**config.mk**
```make
export PLATFORM = sky130hd
export DESIGN_NAME = mbist_mats_wb
export DESIGN_NICKNAME = d
export VERILOG_FILES = /design/src/rtl/mbist_pkg.sv /design/src/rtl/mbist_bg_gen.sv /design/src/rtl/mbist_addr_map.sv /design/src/rtl/mbist_fail_capture.sv /design/src/rtl/mbist_mats_wb.sv
export SDC_FILE = /design/constraint.sdc
export NUM_CORES = 1
export LEC_CHECK = 0
export BUFFER_PORTS_ARGS = -buffer_cell sky130_fd_sc_hd__clkbuf_2
export CORE_MARGIN = 3
export CORE_UTILIZATION = 50
export DETAILED_ROUTE_END_ITERATION = 12
export PLACE_DENSITY_LB_ADDON = 0.15
export SYNTH_ARGS = -nofsm -noshare
export SYNTH_HDL_FRONTEND = slang
export SYNTH_SLANG_ARGS = --single-unit
```
**constraint.sdc**
```tcl
create_clock -name clk -period 3.1 [get_ports clk]
set_input_delay 0.62 -clock clk [delete_from_list [all_inputs] [get_ports clk]]
set_output_delay 0.62 -clock clk [all_outputs]
set_load 0.005 [all_outputs]
```
**src/rtl/mbist_pkg.sv**
```systemverilog
package mbist_pkg;
  typedef enum logic [1:0] {
    PH_IDLE = 2'd0,
    PH_INIT = 2'd1,
    PH_UP   = 2'd2,
    PH_DOWN = 2'd3
  } phase_e;
endpackage

```
**src/rtl/mbist_bg_gen.sv**
```systemverilog
module mbist_bg_gen #(
  parameter int DATA_W = 4,
  parameter int NUM_BG = $clog2(DATA_W) + 1,
  parameter int BGI_W  = (NUM_BG > 1) ? $clog2(NUM_BG) : 1
) (
  input  logic [BGI_W-1:0]  bg_idx_i,
  output logic [DATA_W-1:0] bg_o
);
  // Background k>=1: bit b carries bit k-1 of the position index b.
  for (genvar b = 0; b < DATA_W; b++) begin : g_bit
    always_comb begin
      bg_o[b] = 1'b0;
      for (int k = 1; k < NUM_BG; k++) begin
        if (bg_idx_i == BGI_W'(k)) bg_o[b] = ((b >> (k - 1)) & 1) != 0;
      end
    end
  end
endmodule

```
**src/rtl/mbist_addr_map.sv**
```systemverilog
module mbist_addr_map #(
  parameter int ROW_BITS = 2,
  parameter int COL_BITS = 2,
  localparam int ADDR_W = ROW_BITS + COL_BITS
) (
  input  logic [ADDR_W-1:0] idx_i,
  input  logic              row_fast_i,
  output logic [ADDR_W-1:0] addr_o
);
  logic [ADDR_W-1:0] swapped;
  // Row field (upper bits) takes the fast-moving low index bits.
  assign swapped = {idx_i[ROW_BITS-1:0], idx_i[ADDR_W-1:ROW_BITS]};
  assign addr_o  = row_fast_i ? swapped : idx_i;
endmodule

```
**src/rtl/mbist_fail_capture.sv**
```systemverilog
module mbist_fail_capture #(
  parameter int DATA_W = 4,
  parameter int ADDR_W = 4
) (
  input  logic              clk,
  input  logic              rst_n,
  input  logic              clear_i,
  input  logic              cmp_en_i,
  input  logic [DATA_W-1:0] exp_i,
  input  logic [ADDR_W-1:0] addr_i,
  input  logic [DATA_W-1:0] rdata_i,
  output logic              fail_o,
  output logic [ADDR_W-1:0] fail_addr_o
);
  logic mismatch;
  assign mismatch = cmp_en_i && (rdata_i != exp_i);

  always_ff @(posedge clk) begin
    if (!rst_n || clear_i) begin
      fail_o      <= 1'b0;
      fail_addr_o <= '0;
    end else if (mismatch && !fail_o) begin
      fail_o      <= 1'b1;
      fail_addr_o <= addr_i;
    end
  end

  assert_fail_sticky_R6: assert property (@(posedge clk) disable iff (!rst_n)
    (fail_o && !clear_i) |=> fail_o);

  assert_first_addr_R7: assert property (@(posedge clk) disable iff (!rst_n)
    (fail_o && !clear_i) |=> $stable(fail_addr_o));
endmodule

```
**src/rtl/mbist_mats_wb.sv**
```systemverilog
module mbist_mats_wb
  import mbist_pkg::*;
#(
  parameter int DATA_W   = 4,
  parameter int ROW_BITS = 2,
  parameter int COL_BITS = 2
) (
  input  logic                         clk,
  input  logic                         rst_n,
  input  logic                         start_i,
  input  logic                         row_fast_i,
  output logic                         done_o,
  output logic                         fail_o,
  output logic [ROW_BITS+COL_BITS-1:0] fail_addr_o,
  output logic                         mem_en_o,
  output logic                         mem_we_o,
  output logic [ROW_BITS+COL_BITS-1:0] mem_addr_o,
  output logic [DATA_W-1:0]            mem_wdata_o,
  input  logic [DATA_W-1:0]            mem_rdata_i
);
  localparam int ADDR_W = ROW_BITS + COL_BITS;
  localparam int NUM_BG = $clog2(DATA_W) + 1;
  localparam int BGI_W  = (NUM_BG > 1) ? $clog2(NUM_BG) : 1;
  localparam logic [ADDR_W-1:0] IDX_TOP = '1;
  localparam logic [BGI_W-1:0]  BG_LAST = BGI_W'(NUM_BG - 1);

  phase_e            state_q;
  logic [ADDR_W-1:0] idx_q;
  logic              wr_phase_q;
  logic [BGI_W-1:0]  bg_idx_q;
  logic              mode_q;
  logic              done_q;
  logic              accept;
  logic [DATA_W-1:0] bg;
  logic              rd_pend_q;
  logic [DATA_W-1:0] exp_q;
  logic [ADDR_W-1:0] rd_addr_q;

  assign accept = start_i && (state_q == PH_IDLE);

  mbist_bg_gen #(.DATA_W(DATA_W), .NUM_BG(NUM_BG), .BGI_W(BGI_W)) bg_i (
    .bg_idx_i(bg_idx_q),
    .bg_o    (bg)
  );

  mbist_addr_map #(.ROW_BITS(ROW_BITS), .COL_BITS(COL_BITS)) map_i (
    .idx_i     (idx_q),
    .row_fast_i(mode_q),
    .addr_o    (mem_addr_o)
  );

  // Operation issue, decoded from the phase.
  always_comb begin
    mem_en_o    = (state_q != PH_IDLE);
    mem_we_o    = (state_q == PH_INIT) || wr_phase_q;
    mem_wdata_o = (state_q == PH_UP) ? ~bg : bg;
  end

  always_ff @(posedge clk) begin
    if (!rst_n) begin
      state_q    <= PH_IDLE;
      idx_q      <= '0;
      wr_phase_q <= 1'b0;
      bg_idx_q   <= '0;
      mode_q     <= 1'b0;
      done_q     <= 1'b0;
    end else begin
      case (state_q)
        PH_IDLE: if (accept) begin
          state_q    <= PH_INIT;
          idx_q      <= '0;
          wr_phase_q <= 1'b0;
          bg_idx_q   <= '0;
          mode_q     <= row_fast_i;
          done_q     <= 1'b0;
        end
        PH_INIT: begin
          if (idx_q == IDX_TOP) begin
            idx_q   <= '0;
            state_q <= PH_UP;
          end else begin
            idx_q <= idx_q + 1'b1;
          end
        end
        PH_UP: begin
          wr_phase_q <= !wr_phase_q;
          if (wr_phase_q) begin
            if (idx_q == IDX_TOP) state_q <= PH_DOWN;
            else idx_q <= idx_q + 1'b1;
          end
        end
        default: begin
          wr_phase_q <= !wr_phase_q;
          if (wr_phase_q) begin
            if (idx_q != '0) begin
              idx_q <= idx_q - 1'b1;
            end else if (bg_idx_q == BG_LAST) begin
              state_q <= PH_IDLE;
              done_q  <= 1'b1;
            end else begin
              bg_idx_q <= bg_idx_q + 1'b1;
              state_q  <= PH_INIT;
            end
          end
        end
      endcase
    end
  end

  // Read pipeline: expected word and address wait one cycle for the data.
  always_ff @(posedge clk) begin
    if (!rst_n) begin
      rd_pend_q <= 1'b0;
      exp_q     <= '0;
      rd_addr_q <= '0;
    end else begin
      rd_pend_q <= mem_en_o && !mem_we_o;
      exp_q     <= (state_q == PH_UP) ? bg : ~bg;
      rd_addr_q <= mem_addr_o;
    end
  end

  mbist_fail_capture #(.DATA_W(DATA_W), .ADDR_W(ADDR_W)) cap_i (
    .clk        (clk),
    .rst_n      (rst_n),
    .clear_i    (accept),
    .cmp_en_i   (rd_pend_q),
    .exp_i      (exp_q),
    .addr_i     (rd_addr_q),
    .rdata_i    (mem_rdata_i),
    .fail_o     (fail_o),
    .fail_addr_o(fail_addr_o)
  );

  assign done_o = done_q;

  assert_rw_pair_R3: assert property (@(posedge clk) disable iff (!rst_n)
    (mem_en_o && !mem_we_o) |=> (mem_en_o && mem_we_o && mem_addr_o == $past(mem_addr_o)));

  assert_done_quiet_R5: assert property (@(posedge clk) disable iff (!rst_n)
    done_o |-> !mem_en_o);

  assert_bg_step_R2: assert property (@(posedge clk) disable iff (!rst_n)
    (state_q != PH_IDLE) |=> (bg_idx_q == $past(bg_idx_q) || bg_idx_q == $past(bg_idx_q) + 1'b1));

  assert_busy_hold_R8: assert property (@(posedge clk) disable iff (!rst_n)
    (state_q != PH_IDLE && !(state_q == PH_DOWN && wr_phase_q && idx_q == '0)) |=> $stable(mode_q));
endmodule

```
==> impl_metrics.py <==
metrics = {
    "run_status": {
        "status": "finished clean",
    },
    "place": {
        "hpwl_mm": 1.97,
        "gp_congestion": 0.862,
        "numPortBuffers": 23,
        "post_dp_cell_area_um2": 1440,
        "place_inst": 199,
    },
    "routing": {
        "drc_errors": 0,
        "wl_mm": 2.57,
        "ant_nets": 0,
        "viasPerCell": 5.54,
        "drtIter0Drc": 63,
        "num_vias": 1124,
        "avgRoutedWirePerCell_um": 12.6,
        "drt-pass1-iter-count": 5,
    },
    "sta": {
        "rsz0062_at_grt": "no",
        "holdWs_ps": 474,
        "period_minus_slack_ps": 2170,
        "setup_viol": 0,
        "drv_slew": 0,
        "hold_violations": 0,
        "maxSlewHeadroom_pct": 68.3,
        "worst_clock_skew_ps": 2.43,
        "tightestPinTransition_ps": 472,
        "min_period_over_period_pct": 69.9,
        "finalSetupTns_ps": 0,
        "fmax_mhz": 461,
    },
    "global_route": {
        "grt-ovfl-total": 0,
        "grt_pass1_vias": 1081,
        "grt_pass1_wl_mm": 4.46,
        "track_usage_pct": 16.7,
        "antenna_found_initial": 0,
        "grt_max_degree": 16,
    },
    "synthesis": {
        "synth_area_leaders": "dfxtp_1 38%, ha_1 8.5%, nor2_1 6.3%",
        "synth_edf_count": 0,
        "ys_ff_latch": 25,
        "async_reset_ff_share_pct": 0,
        "syn_area_per_cell_um2": 8.58,
        "yosys.area.top_type": "dfxtp_1",
        "synth_area_um2": 1320,
        "yosysWarnings": 0,
        "yosys.cell_types.count": 35,
        "yosys_most_used_dff": "dfxtp_1",
        "syn_inst": 154,
        "yosysTopAreaCellShare_pct": 37.9,
        "syn-num-nets": 171,
        "synth.yosys.seq_area_share_pct": 37.9,
    },
    "clock_network": {
        "cts_tree": "done",
        "ctsRootBufferMaster": "clkbuf_4",
        "htree_levels": 1,
        "insertion_delay_ps": 310,
        "post_cts_resized": 0,
        "ctsHoldBuffers": 0,
        "post_cts_buffers": 0,
        "cts_inserted_buffers": 3,
        "clkSinkCount": 25,
        "cts.path.max_buffers": 2,
        "clkTransAtPathRegs_ps": 130,
    },
    "hold_path": {
        "holdPathEnd": "cap_i.fail_o",
        "hold_class": "register to register",
        "hold_depth": 2,
        "hp-start": "cap_i.fail_o",
    },
    "setup_path": {
        "reg2reg_to": "bg_idx_q[1]",
        "slowest_stage": "or4b_4",
        "worstSetupEndpointType": "register",
        "startpoint": "idx_q[0]",
        "crit_required_ps": 3300,
        "cpPeakStageDelay_ps": 510,
        "arrival_ps": 2360,
        "crit_fanout": 7,
        "reg2reg_depth": 7,
        "rrSetupSlack_ps": 930,
        "worstSetupStartpointType": "register",
        "crit_chain": "inv_1 -> ha_1 -> or3b_4 -> or4b_4 -> a21oi_4 -> mux2i_1 -> nor2_1",
        "worstSetupPathType": "register to register",
        "rr_startpoint": "idx_q[0]",
    },
    "die": {
        "io-pin-count": 24,
        "fp.dieH_um": 57.4,
        "coreArea_um2": 2500,
        "start_util_pct": 52.9,
        "fp.dieW_um": 57.4,
        "rows": 18,
        "die-area_um2": 3300,
    },
    "final_layout": {
        "nFillCells": 234,
        "diodes": 0,
        "stdcell_area_um2": 1460,
        "syn_to_final_growth_pct": 10.7,
        "stdcell_count": 203,
        "drive_gt1_share_pct": 18.5,
        "final_nets": 191,
        "fin_util_pct": 58.5,
    },
    "power_and_ir_drop": {
        "p_per_area_nw_per_um2": 834,
        "p_leak_uw": 0.000640,
        "ir_drop_uv": 528,
    },
    "run": {
        "cap_violations": 0,
    },
}
==> routing by layer <==
metal	global-route usage (%)	vias up	share of wire, %
met2	27.6	42	48
met4	6.95	0	0.51
li1	-	561	-
met3	2.94	2	6.8
met1	21.5	519	44
met5	0	-	0
==> area by class of cell <==
type | instances | area (um2) | area share [%]
multi-input combinational | 108 | 734 | 50.2
tap | 30 | 37.5 | 2.57
clock buffer | 4 | 26.3 | 1.80
timing repair buffer | 23 | 115 | 7.87
sequential | 25 | 500 | 34.2
inverter | 13 | 48.8 | 3.34
==> synthesized netlist by cell type (all sizes together), types with 2 or more instances <==
master and n:
ha 9, a311oi 2, and2 4, mux2i 8, nand3 3, inv 13
nor2 22, xnor2 2, dfxtp 25, nand2 9, o21ai 9, clkbuf 7
o31ai 2, a21oi 8, nor4 2, xor2 8, a31oi 2, nor3 2
or3 2
==> cells in the final DEF, fill, tap and decap left out, drive strengths merged, types with 3 or more instances in the layout <==
cell type  instances
a21oi              8
and2               4
clkbuf            27
dfxtp             25
ha                 9
inv               13
mux2i              8
nand2              9
nand3              3
nor2              22
o21ai              9
xor2               8
==> power by group <==
part,internal (uW),switching [uW]
clock network,50.2,90.6
logic,278,361
registers,383,56.5
==> per-stage QoR <==
stage | setup WS, ps | power (uW)
finish | 932 | 1220
global route | 765 | 1320
CTS | 935 | 1220
detailed placement | 977 | 1080
global placement | 980 | 1060
floorplan | 1130 | 916
==> kinds of logic after synthesis <==
group           synth area share, %
xor+xnor                       6.63
buf+inv                        6.53
fa+ha+maj                      8.52
compound gates                 15.2
flops                          37.9
simple gates                   18.4
mux                            6.91
==> flip-flops by register name (all words and copies together) (netlist names) <==
register,cells
bg_idx_q,2
cap_i.fail_addr_o,4
cap_i.fail_o,1
done_o,1
exp_q,4
idx_q,4
mode_q,1
rd_addr_q,4
rd_pend_q,1
state_q,2
wr_phase_q,1
==> worst max-delay path by stage <==
| stage | to | slack [ps] | cells after the start |
|---|---|---|---|
| 2_1_floorplan | bg_idx_q[1] | 1130 | 7 |
| 3_3_place_gp | bg_idx_q[1] | 980 | 7 |
| 3_5_place_dp | bg_idx_q[1] | 980 | 7 |
| 4_1_cts | mem_we_o | 930 | 4 |
| 5_1_grt | state_q[1] | 770 | 7 |
| 6_report | bg_idx_q[1] | 930 | 7 |
==> critical path: cells and delay by family, from the launching register on <==
kind / cells / cell delay (ps)
buffers and inverters: 1 / 100
adder cells (fa/ha/maj): 1 / 180
AO/OA/AOI/OAI: 1 / 200
AND/OR/NAND/NOR: 3 / 980
multiplexers: 1 / 200
flip-flops: 1 / 400
Power figures use the tool's default switching activity.
